===== src/rtl/mdio_pkg.sv =====
// Package: shared constants for the management master.
// Assumes 32-bit register words and a 32-bit management frame.
package mdio_pkg;
    localparam int REG_W      = 32;
    localparam int ADDR_W     = 3;
    localparam int DIV_W      = 7;
    localparam int FRAME_BITS = 32;
    localparam int PRE_BITS   = 32;
    localparam int TA_POS     = 14;   // first released bit time in a read
    localparam int DATA_POS   = 16;   // first sampled bit time in a read
    localparam logic [ADDR_W-1:0] OFS_CTRL = 3'h0;
    localparam logic [ADDR_W-1:0] OFS_CMD  = 3'h4;
    localparam logic [1:0] OPC_READ = 2'b10;
endpackage


===== src/rtl/mdio_clkgen.sv =====
// Module: management clock generator.
// Toggles mdc every max(div,1)+1 clocks while run is high and holds it
// low otherwise. The tick outputs flag the edge at which mdc will change.
module mdio_clkgen #(
    parameter int DIV_W = 7
) (
    input  logic             clk,
    input  logic             rst_n,
    input  logic             run,
    input  logic [DIV_W-1:0] div,
    output logic             mdc,
    output logic             rise_tick,
    output logic             fall_tick
);
    logic [DIV_W-1:0] cnt_q;
    logic [DIV_W-1:0] lim;
    logic             tick;

    // Effective limit: a divider of zero behaves as one.
    always_comb lim = (div == '0) ? DIV_W'(1) : div;

    assign tick      = run && (cnt_q >= lim);
    assign rise_tick = tick && !mdc;
    assign fall_tick = tick && mdc;

    // Phase counter and clock toggle.
    always_ff @(posedge clk) begin
        if (!rst_n || !run) begin
            cnt_q <= '0;
            mdc   <= 1'b0;
        end else if (tick) begin
            cnt_q <= '0;
            mdc   <= ~mdc;
        end else begin
            cnt_q <= cnt_q + DIV_W'(1);
        end
    end
endmodule


===== src/rtl/mdio_frame_engine.sv =====
// Module: frame serializer.
// Loads the command image (behind an optional preamble) on start and shifts
// it out MSB first, advancing at each mdc fall. Read frames release the
// line from the turnaround on and report the sampled data bits.
// Assumes start is only raised while the engine is idle.
module mdio_frame_engine
    import mdio_pkg::*;
(
    input  logic                  clk,
    input  logic                  rst_n,
    input  logic                  start,
    input  logic                  pre_en,
    input  logic [FRAME_BITS-1:0] cmd,
    input  logic                  rise_tick,
    input  logic                  fall_tick,
    input  logic                  mdio_in,
    output logic                  active,
    output logic                  mdio_out,
    output logic                  mdio_oe,
    output logic                  smp_valid,
    output logic                  smp_bit
);
    localparam int SH_W  = PRE_BITS + FRAME_BITS;
    localparam int CNT_W = $clog2(SH_W) + 1;

    logic [SH_W-1:0]  sh_q;
    logic [CNT_W-1:0] cnt_q;
    logic             pre_q;
    logic             rd_q;
    logic [CNT_W-1:0] last_idx;
    logic [CNT_W-1:0] pos;
    logic             in_pre;
    logic             released;

    // Position within the 32-bit frame, past any preamble.
    always_comb begin
        last_idx = pre_q ? CNT_W'(SH_W - 1) : CNT_W'(FRAME_BITS - 1);
        in_pre   = pre_q && (cnt_q < CNT_W'(PRE_BITS));
        pos      = cnt_q - (pre_q ? CNT_W'(PRE_BITS) : CNT_W'(0));
        released = rd_q && !in_pre && (pos >= CNT_W'(TA_POS));
    end

    assign mdio_oe   = active && !released;
    assign mdio_out  = mdio_oe && sh_q[SH_W-1];
    assign smp_valid = active && rise_tick && rd_q && !in_pre &&
                       (pos >= CNT_W'(DATA_POS));
    assign smp_bit   = mdio_in;

    // Frame state: load on start, advance or finish on each mdc fall.
    always_ff @(posedge clk) begin
        if (!rst_n) begin
            sh_q   <= '0;
            cnt_q  <= '0;
            pre_q  <= 1'b0;
            rd_q   <= 1'b0;
            active <= 1'b0;
        end else if (start) begin
            sh_q   <= pre_en ? {{PRE_BITS{1'b1}}, cmd} : {cmd, {PRE_BITS{1'b0}}};
            cnt_q  <= '0;
            pre_q  <= pre_en;
            rd_q   <= (cmd[29:28] == OPC_READ);
            active <= 1'b1;
        end else if (active && fall_tick) begin
            if (cnt_q == last_idx) begin
                active <= 1'b0;
            end else begin
                sh_q  <= {sh_q[SH_W-2:0], 1'b0};
                cnt_q <= cnt_q + CNT_W'(1);
            end
        end
    end
endmodule


===== src/rtl/mdio_master.sv =====
// Module: register-mapped management master (top).
// Holds the control and command words, starts frames on command writes
// while idle and collects read data into the low command half.
// Assumes single-cycle register writes and a combinational read port.
module mdio_master
    import mdio_pkg::*;
(
    input  logic              clk,
    input  logic              rst_n,
    input  logic [ADDR_W-1:0] reg_addr,
    input  logic              reg_wr,
    input  logic [REG_W-1:0]  reg_wdata,
    output logic [REG_W-1:0]  reg_rdata,
    output logic              mdc,
    output logic              mdio_out,
    output logic              mdio_oe,
    input  logic              mdio_in
);
    logic [DIV_W-1:0] div_q;
    logic             pre_q;
    logic [REG_W-1:0] data_q;
    logic             busy;
    logic             start;
    logic             rise_tick;
    logic             fall_tick;
    logic             smp_valid;
    logic             smp_bit;

    assign start = reg_wr && (reg_addr == OFS_CMD) && !busy;

    // Control word: divider and preamble enable.
    always_ff @(posedge clk) begin
        if (!rst_n) begin
            div_q <= '0;
            pre_q <= 1'b0;
        end else if (reg_wr && reg_addr == OFS_CTRL) begin
            div_q <= reg_wdata[DIV_W-1:0];
            pre_q <= reg_wdata[DIV_W];
        end
    end

    // Command word: load on accepted write, shift in read samples.
    always_ff @(posedge clk) begin
        if (!rst_n) begin
            data_q <= '0;
        end else if (start) begin
            data_q <= reg_wdata;
        end else if (smp_valid) begin
            data_q[15:0] <= {data_q[14:0], smp_bit};
        end
    end

    // Read mux for the two register words.
    always_comb begin
        reg_rdata = '0;
        if (reg_addr == OFS_CTRL)
            reg_rdata[DIV_W+1:0] = {busy, pre_q, div_q};
        else if (reg_addr == OFS_CMD)
            reg_rdata = data_q;
    end

    mdio_clkgen #(.DIV_W(DIV_W)) u_clkgen (
        .clk       (clk),
        .rst_n     (rst_n),
        .run       (busy),
        .div       (div_q),
        .mdc       (mdc),
        .rise_tick (rise_tick),
        .fall_tick (fall_tick)
    );

    mdio_frame_engine u_engine (
        .clk       (clk),
        .rst_n     (rst_n),
        .start     (start),
        .pre_en    (pre_q),
        .cmd       (reg_wdata),
        .rise_tick (rise_tick),
        .fall_tick (fall_tick),
        .mdio_in   (mdio_in),
        .active    (busy),
        .mdio_out  (mdio_out),
        .mdio_oe   (mdio_oe),
        .smp_valid (smp_valid),
        .smp_bit   (smp_bit)
    );
endmodule


===== config.mk =====
export PLATFORM = sky130hd
export DESIGN_NAME = mdio_master
export DESIGN_NICKNAME = d
export VERILOG_FILES = /design/src/rtl/mdio_pkg.sv /design/src/rtl/mdio_clkgen.sv /design/src/rtl/mdio_frame_engine.sv /design/src/rtl/mdio_master.sv
export SDC_FILE = /design/constraint.sdc
export NUM_CORES = 1
export LEC_CHECK = 0
export ABC_AREA = 1
export CORE_ASPECT_RATIO = 0.75
export CORE_MARGIN = 2
export CORE_UTILIZATION = 30
export CTS_BUF_LIST = sky130_fd_sc_hd__clkbuf_8
export DETAILED_ROUTE_END_ITERATION = 10
export MAX_ROUTING_LAYER = met4
export PLACE_DENSITY = 0.49
export SYNTH_ARGS = -nofsm -noshare
export SYNTH_HDL_FRONTEND = slang
export SYNTH_SLANG_ARGS = --single-unit
export TNS_END_PERCENT = 20

===== constraint.sdc =====
create_clock -name clk -period 2.1 [get_ports clk]
set_input_delay 0.42 -clock clk [delete_from_list [all_inputs] [get_ports clk]]
set_output_delay 0.42 -clock clk [all_outputs]
set_load 0.01 [all_outputs]

# Word-level counts from Yosys, hierarchy flattened
# Index checks and enable logic that the tools add are counted.
# word_totals
inputBits,39
output_inout_bits,35
elab_cells,72
ff_bits,122
# classes
bitwise,3
add_sub_neg,3
muxes,15
magnitude_cmp,4
n_eq_ne,4
n_reduce_logical,32
# ops
cell,n
2-to-1 mux 64 bit,4
2-to-1 mux 16 bit,2
2-to-1 mux 32 bit,1
2-to-1 mux 23 bit,1
logical AND 1 bit,16
"adder 7 x 1 -> 7 bit, second input constant",2
2-to-1 mux 6 bit,2
2-to-1 mux 9 bit,1
== test 7 bit,1
"greater-or-equal comparator 7 x 4 -> 1 bit, second input constant",1
"greater-or-equal comparator 7 x 5 -> 1 bit, second input constant",1
greater-or-equal comparator 7 bit,1
zero test 7 bit,1
"< comparator 7 x 6 -> 1 bit, second input constant",1
2-to-1 mux 7 bit,1
subtractor 7 bit,1
AND reduction 2 bit,3
nonzero test 2 bit,3
zero test 1 bit,5
OR reduction 2 bit,2
"== test 3 bit, second input constant",1
zero test 3 bit,1
2-to-1 mux 1 bit,3
inverter 1 bit,3
other kinds (3),3

# Longest topological paths before layout
# Gate-level depths: netlist of the first run.
# depth
depth_word,11
ltp_mapped,14

# By module
# A second synthesis of the first run with hierarchy kept.
# hier_totals
cells_unflattened,1013
area_unflattened_um2,6436.2
# by_module_without_submodules
module,cells_each,seq_area_each_um2,area_each_um2,instances
mdio_frame_engine,607,1481.4,3729.8,1
mdio_master,329,800.8,2120.8,1
mdio_clkgen,77,160.2,585.6,1

# Worst setup path before layout of the first run
# Ideal clock, no wire load.
# synth_path
path_kind,reg2reg
startpoint,reg div_q[6]
endpoint,reg data_q[10]
required_time_ps,1968
setup_time_ps,132
stages_incl_launch_ff,14
path_slack_ps,185
arrival_ps,1783
synth_period_minus_slack_ps,1915
path_cell_list,dfxtp_1 > inv_1 > nand3_1 > o41ai_1 > ha_1 > nand2_1 > nor2_1 > nand3_1 > nand3_2 > nand4_2 > nand2_2 > buf_4 > nand2_1 > a21oi_1
# synth_between
elab_chain_cells,10
# synth_lines
item,line_no,rtl
"start, declared",mdio_master.sv:19,logic [DIV_W-1:0] div_q;
"start signal, assigned",mdio_master.sv:37,div_q <= reg_wdata[DIV_W-1:0];
zero test 7 bit,mdio_clkgen.sv:20,always_comb lim = (div == '0) ? DIV_W'(1) : div;
2-to-1 mux 7 bit *,mdio_clkgen.sv:20,
greater-or-equal comparator 7 bit *,mdio_clkgen.sv:22,assign tick = run && (cnt_q >= lim);
logical AND 1 bit *,mdio_clkgen.sv:22,
logical AND 1 bit *,mdio_clkgen.sv:23,assign rise_tick = tick && !mdc;
logical AND 1 bit * (4 in a row),mdio_frame_engine.sv:45,assign smp_valid = active && rise_tick && rd_q && !in_pre &&
nonzero test 2 bit (no line) *,-,
"end signal, assigned",mdio_master.sv:47,data_q <= reg_wdata;
"end signal, assigned",mdio_master.sv:49,"data_q[15:0] <= {data_q[14:0], smp_bit};"
"end, declared",mdio_master.sv:21,logic [REG_W-1:0] data_q;
# Every way passes the cells marked *; elsewhere a longest branch is shown, timed or not.
# A chain may end at the register's enable or synchronous reset.

# Final worst setup path of the first run
# layout_path
startpoint,reg u_engine.cnt_q[5]
endpoint,out mdio_out
# layout_between
elab_chain_cells,8
word_cells_on_any_way,10
classes_between,1 x add/sub; 2 x order compare; 7 x reduce/logical
# layout_lines
item,line_no,rtl
"start, declared",mdio_frame_engine.sv:27,logic [CNT_W-1:0] cnt_q;
"start signal, assigned",mdio_frame_engine.sv:68,cnt_q <= cnt_q + CNT_W'(1);
branches (longest 4 deep; another with subtractor 7 bit),-,
logical AND 1 bit *,mdio_frame_engine.sv:40,released = rd_q && !in_pre && (pos >= CNT_W'(TA_POS));
zero test 1 bit *,mdio_frame_engine.sv:43,assign mdio_oe = active && !released;
logical AND 1 bit *,mdio_frame_engine.sv:43,
logical AND 1 bit *,mdio_frame_engine.sv:44,assign mdio_out = mdio_oe && sh_q[SH_W-1];
"end, declared",mdio_master.sv:15,"output logic mdio_out,"
# Mark *: on every way between the ends.

==> impl_metrics.py, run 1 <==
metrics = {
    "clock_network": {
        "cts.htree.levels": 4,
        "cts_tree": "built",
        "cts_root_buf": "clkbuf_8",
        "clock_sinks": 122,
        "clkSlewWorstSetupHoldPaths_ns": 0.07,
        "clk_path_buf_depth": 2,
        "clock_latency_ns": 0.45,
        "ctsHoldBuffers": 0,
        "numCtsBuffers": 17,
    },
    "routing": {
        "vias_per_cell": 4.825,
        "wirelength_um": 18210,
        "drc_errors": 0,
        "drtIter0Drc": 350,
        "ant_nets": 0,
        "drt_first_pass_iters": 5,
        "vias": 5945,
        "avgRoutedWirePerCell_um": 14.78,
    },
    "finish": {
        "seqCellArea_mm2": 0.002446,
        "layout-drive-gt1-share": 0.2686,
        "multiInputGateArea_mm2": 0.003442,
        "nNetsFinal": 1017,
        "final_util": 0.4371,
        "antenna_cells": 0,
        "final_cell_mix": "nand2_1, dfxtp_1, nand3_1",
        "nFillCells": 2000,
        "syn_to_final_growth_pct": 43.16,
        "final_area_mm2": 0.008446,
        "final_common_cell": "nand2_1",
    },
    "setup_path": {
        "crit_required_ns": 1.68,
        "worstPathMaxFanout": 2,
        "r2r_end": "u_engine.sh_q[32]$_SDFFE_PN0P_",
        "cp-start-kind": "flop",
        "rrSetupSlack_ns": -0.03,
        "r2r_start": "div_q[1]$_SDFFE_PN0P_",
        "endpoint_kind": "output port",
        "rr_worst_depth": 12,
        "path_class": "reg2out",
        "crit_path_start": "u_engine.cnt_q[5]$_SDFFE_PP0P_",
        "cp.arrival_ns": 1.75,
        "critPathCapture": "mdio_out",
    },
    "outcome": {
        "status": "finished with violations",
        "violations": "negative setup slack",
    },
    "yosys": {
        "synth_cells": 852,
        "syn_area_per_cell_um2": 6.924,
        "yosysWarnings": 0,
        "synth_area_mm2": 0.005899,
        "ys_ff_latch": 122,
        "syn_nets": 902,
        "synth_compound_area_frac": 0.1552,
        "synthXorXnorAreaFrac": 0.01188,
        "yosys.area_share.simple": 0.2980,
        "synthAdderAreaFrac": 0.02333,
        "synth_top_family_by_area": "simple AND/OR/NAND/NOR gates",
        "ys_types": 33,
        "synth_mux_area_frac": 0,
        "yosysSeqAreaShare": 0.4140,
    },
    "grt": {
        "grt_pass1_vias": 5400,
        "grt_usage": 0.1692,
        "antenna_found_initial": 0,
        "grt_overflow": 0,
        "grt_pass1_wl_um": 27740,
        "grt_max_degree": 41,
    },
    "floorplanning": {
        "die_x_um": 165.9,
        "core-area_mm2": 0.01932,
        "die_h_um": 125.4,
        "num_rows": 44,
        "io_pins": 74,
        "dieArea_mm2": 0.02081,
        "start_util": 0.3053,
    },
    "hold_path": {
        "hold_start": "u_engine.rd_q$_SDFFE_PN0P_",
        "hp-class": "reg2reg",
    },
    "sta": {
        "fin_crit_ns": 2.174,
        "fin_skew_ns": 0.01148,
        "layout_setup_ws_ns": -0.07389,
        "worst_slew_pin_slew_ns": 0.4428,
        "max_freq_mhz": 460.0,
        "drv_slew": 0,
        "grt_setup_unrepaired": "true",
        "setup_viol": 9,
        "maxSlewHeadroom": 0.7041,
        "min_period_over_period": 1.035,
        "hold_viol": 0,
    },
    "power_and_ir_drop": {
        "p_total_mw": 4.819,
        "peakVddDrop_mv": 0.3635,
        "p_leak_nw": 3.346,
        "power_density_mw_per_mm2": 570.6,
    },
    "placement": {
        "io_buffers": 73,
        "dp_hpwl_um": 11490,
        "postPlaceCellArea_mm2": 0.007221,
        "dp_slack_ns": -0.5033,
        "gp_congestion": 0.7776,
    },
    "run": {
        "max_cap_viol_count": 0,
    },
}
## timing repair
item                       CTS  global route
setup endpoints to repair  127           114
gates resized for setup    143           131
buffers inserted             1             6
pin swaps                    7            43
cloned                       0            13
## worst min path at each step
stage	to	depth (start not counted)
after floorplan	u_engine.rd_q$_SDFFE_PN0P_	2
after global placement	u_engine.rd_q$_SDFFE_PN0P_	2
after detailed placement	u_engine.rd_q$_SDFFE_PN0P_	2
after CTS	data_q[30]$_SDFFE_PN0P_	2
after global routing	u_engine.sh_q[47]$_SDFFE_PN0P_	2
final	u_engine.rd_q$_SDFFE_PN0P_	2
## Yosys cell counts, drive strengths merged
cell type,count,area (um^2)
inv,64,240.2
ha,11,137.6
a21oi,97,485.5
o221ai,1,8.760
xnor2,1,8.760
nand2,239,907.1
o41ai,1,8.760
nand4,2,33.78
nor2,41,156.4
nor3b,1,7.510
and2,1,6.260
or2,1,6.260
nand3,124,625.6
a22o,1,8.760
clkbuf,25,93.84
xor2,7,61.31
dfxtp,122,2442
o21ai,48,240.2
o31ai,1,7.510
buf,35,237.7
clkinv,1,3.750
nor3,3,15.01
o22ai,25,156.4
## logic make-up (layout without fill, tap and decap cells)
family / count (synthesis) / in the layout
simple gates: 412 / 413
buf+inv: 125 / 251
flops: 122 / 122
compound gates: 174 / 174
xor+xnor: 8 / 8
fa+ha+maj: 11 / 11
## metrics by stage
stage / instances / hold slack [ns] / setup TNS (ns)
floorplan: 852 / 0.4287 / 0
CTS: 1213 / 0.4753 / -0.2851
global route: 1232 / 0.4880 / -5.533
finish: 1232 / 0.4702 / -0.2066
detailed placement: 1181 / 0.4600 / -19.28
global placement: 1181 / 0.4570 / -20.08
## area by class of cell
cell class,count,area share
tap,253,0.03748
timing repair buffer,155,0.1914
inverter,65,0.02963
multi-input combinational,606,0.4076
clock buffer,22,0.03585
clock inverter,9,0.008444
sequential,122,0.2896
## power by group
part           switching, mW  total [mW]  internal, mW
sequential           0.00800        2.34          2.33
combinational          0.247       0.449         0.202
clock                  0.964        2.03          1.07
## worst max-delay path, stage by stage, from the launching register on
cell      delay, ns
dfxtp_2        0.34
inv_2          0.05
ha_4           0.27
nand2_4        0.05
nor2_4         0.09
o221ai_2       0.09
a21oi_2        0.15
and2_1         0.14
buf_2          0.12
## registers in the layout (all words and copies together) (netlist names)
register	flops
data_q	32
div_q	7
pre_q	1
u_clkgen.cnt_q	7
u_clkgen.mdc	1
u_engine.active	1
u_engine.cnt_q	7
u_engine.pre_q	1
u_engine.rd_q	1
u_engine.sh_q	64
## metal layers
| layer | wire length, um | part of all wire | GRT usage | vias to the layer above |
|---|---|---|---|---|
| met1 | 9277 | 0.51 | 0.2317 | 2765 |
| met4 | 188 | 0.010 | 0.05575 | 0 |
| li1 | - | - | - | 3058 |
| met3 | 663 | 0.036 | 0.03387 | 17 |
| met5 | 0 | 0 | - | - |
| met2 | 8082 | 0.44 | 0.2497 | 105 |
No activity file was read; power rests on OpenSTA's default activity.
==> run 2: changes to the inputs <==
--- a/config.mk
+++ b/config.mk
@@ -6,13 +6,15 @@
 export NUM_CORES = 1
 export LEC_CHECK = 0
 export ABC_AREA = 1
+export CELL_PAD_IN_SITES_DETAIL_PLACEMENT = 0
+export CELL_PAD_IN_SITES_GLOBAL_PLACEMENT = 1
 export CORE_ASPECT_RATIO = 0.75
 export CORE_MARGIN = 2
 export CORE_UTILIZATION = 30
 export CTS_BUF_LIST = sky130_fd_sc_hd__clkbuf_8
 export DETAILED_ROUTE_END_ITERATION = 10
 export MAX_ROUTING_LAYER = met4
-export PLACE_DENSITY = 0.49
+export PLACE_DENSITY = 0.64
 export SYNTH_ARGS = -nofsm -noshare
 export SYNTH_HDL_FRONTEND = slang
 export SYNTH_SLANG_ARGS = --single-unit
==> run 2 against run 1 <==
Against the previous run: the run still ends with negative setup slack left; global-route usage increased by 0.31 points; non-clock buffer count decreased by 7; sequential share of layout area increased by 1.4 points; utilization decreased by 2.0 points; flip-flop and latch count unchanged; setup slack got worse by 0.021 ns; via count decreased by 2.3%; register-to-register slack got worse by 0.06 ns; sequential power about the same; critical endpoint is now u_engine.sh_q[15]$_SDFFE_PN0P_.
==> impl_metrics.py, run 2 (same netlist as run 1, synthesis figures left out) <==
metrics = {
    "outcome": {
        "violations": "negative setup slack",
        "status": "finished with violations",
    },
    "floorplanning": {
        "start_util": 0.3053,
        "num_rows": 44,
        "die_x_um": 165.9,
        "core-area_mm2": 0.01932,
        "die_h_um": 125.4,
        "dieArea_mm2": 0.02081,
        "io_pins": 74,
    },
    "sta": {
        "worst_slew_pin_slew_ns": 0.3099,
        "max_freq_mhz": 455.6,
        "hold_viol": 0,
        "setup_tns_ns": -4.752,
        "setup_viol": 73,
        "fin_crit_ns": 2.195,
        "holdWs_ns": 0.4697,
        "drv_slew": 0,
        "maxSlewHeadroom": 0.7931,
        "min_period_over_period": 1.045,
        "layout_setup_ws_ns": -0.09491,
        "fin_skew_ns": 0.01447,
        "grt_setup_unrepaired": "true",
    },
    "setup_path": {
        "slowest_stage": "dfxtp_2",
        "crit_family": "simple AND/OR/NAND/NOR gates",
        "crit_top_cell": "nand2_1",
        "cp.depth": 14,
        "crit_buf_inv": 3,
        "rrSetupSlack_ns": -0.09,
        "worstPathMaxFanout": 7,
        "cp_cell_sequence": "inv_2 > nand3_2 > o41ai_2 > ha_1 > nand2_1 > nor2_1 > nand3_1 > nand3_4 > nand4_4 > buf_12 > nand2_8 > clkbuf_16 > nand2_1 > a21oi_1",
        "path_class": "reg2reg",
        "cp-start-kind": "flop",
        "crit_required_ns": 2.41,
        "rr_worst_depth": 14,
        "critPathMaxStageDelay_ns": 0.32,
        "cp.arrival_ns": 2.51,
        "endpoint_kind": "flop",
    },
    "power_and_ir_drop": {
        "p_total_mw": 4.758,
        "sw_frac_of_total": 0.2427,
        "power_density_mw_per_mm2": 590.4,
        "power_frac_clock": 0.422,
        "internal_power_mw": 3.603,
        "p_leak_nw": 3.139,
        "peakVddDrop_mv": 0.3409,
        "p_seq_frac": 0.491,
        "combinationalPowerShare": 0.087,
        "netSwitchingPower_mw": 1.155,
    },
    "hold_path": {
        "hold_depth": 2,
        "hp-class": "reg2reg",
    },
    "grt": {
        "grt_max_degree": 56,
        "grt_pass1_vias": 5359,
        "grt_overflow": 0,
        "grt_usage": 0.1724,
        "grt_pass1_wl_um": 28030,
        "antenna_found_initial": 0,
    },
    "finish": {
        "nFillCells": 2016,
        "syn_to_final_growth_pct": 36.61,
        "final_area_mm2": 0.008059,
        "final_common_cell": "nand2_1",
        "largest_reg_flops": 64,
        "reg_top3": "u_engine.sh_q: 64 flops, data_q: 32 flops",
        "antenna_cells": 0,
        "nNetsFinal": 1010,
        "multiInputGateArea_mm2": 0.003186,
        "final_cell_mix": "nand2_1, dfxtp_1, nand3_1",
        "layout-drive-gt1-share": 0.2173,
        "final_util": 0.4171,
        "final_cells": 1224,
        "seqCellArea_mm2": 0.002445,
        "regMostFlops": "u_engine.sh_q",
    },
    "clock_network": {
        "numCtsBuffers": 17,
        "cts.htree.levels": 4,
        "ctsHoldBuffers": 0,
        "clock_sinks": 122,
        "clock_latency_ns": 0.44,
        "clkSlewWorstSetupHoldPaths_ns": 0.08,
        "cts_root_buf": "clkbuf_8",
        "cts_tree": "built",
        "clk_path_buf_depth": 2,
    },
    "placement": {
        "io_buffers": 73,
        "dp_slack_ns": -0.4574,
        "postPlaceCellArea_mm2": 0.007263,
        "dp_hpwl_um": 11530,
        "placed_cells_incl_taps": 1180,
        "gp_congestion": 0.7906,
    },
    "routing": {
        "vias": 5806,
        "drtIter0Drc": 372,
        "drt_first_pass_iters": 4,
        "avgRoutedWirePerCell_um": 14.68,
        "ant_nets": 0,
        "vias_per_cell": 4.743,
        "wirelength_um": 17970,
        "drc_errors": 0,
    },
    "run": {
        "max_cap_viol_count": 0,
    },
}
==> run 2: cell count changes in the layout (fill, tap and decap cells not counted), sizes merged <==
| cell | delta |
|---|---|
| clkdlybuf4s15 | +1 |
| inv | +6 |
| dlymetal6s2s | -1 |
| clkbuf | -2 |
| clkinvlp | -2 |
| buf | -4 |
| clkinv | -6 |
==> run 2: tightest hold or removal path, delay by kind of cell, from the launching register on <==
family	cells	cell delay, ns
flops	1	0.32
simple gates	1	0.06
compound gates	1	0.05
==> run 2: worst paths after layout <==
path                                 startpoint                              to
setup / recovery          div_q[6]$_SDFFE_PN0P_  u_engine.sh_q[15]$_SDFFE_PN0P_
hold / removal    u_engine.sh_q[4]$_SDFFE_PN0P_   u_engine.sh_q[4]$_SDFFE_PN0P_
setup reg to reg          div_q[6]$_SDFFE_PN0P_  u_engine.sh_q[15]$_SDFFE_PN0P_
hold reg to reg   u_engine.sh_q[4]$_SDFFE_PN0P_   u_engine.sh_q[4]$_SDFFE_PN0P_
==> run 2: cell type report <==
type | count | share of cell area
clock inverter | 7 | 0.006521
clock buffer | 23 | 0.03928
multi-input combinational | 606 | 0.3953
inverter | 65 | 0.03059
tap | 253 | 0.03928
timing repair buffer | 148 | 0.1857
sequential | 122 | 0.3034
==> run 2: power by group through the flow <==
stage          combinational [mW]  sequential (mW)  clock [mW]
3_5_place_dp                0.381             2.39           0
4_1_cts                     0.385             2.34        2.07
2_1_floorplan               0.178             2.39           0
3_3_place_gp                0.383             2.39           0
6_report                    0.415             2.34        2.01
5_1_grt                     0.452             2.34        2.17
==> run 2: timing repair <==
action | 4_1_cts | 5_1_grt
pin swaps | 7 | 38
buffers inserted | 3 | 4
cloned | 0 | 9
setup endpoints to repair | 127 | 126
gates resized for setup | 135 | 75
==> run 2: routing by layer <==
| layer | vias to the layer above | GRT usage | part of all wire |
|---|---|---|---|
| met5 | - | - | 0 |
| met4 | 0 | 0.04552 | 0.0090 |
| met3 | 16 | 0.03672 | 0.033 |
| met2 | 84 | 0.2587 | 0.43 |
| met1 | 2673 | 0.2353 | 0.53 |
| li1 | 3033 | - | - |
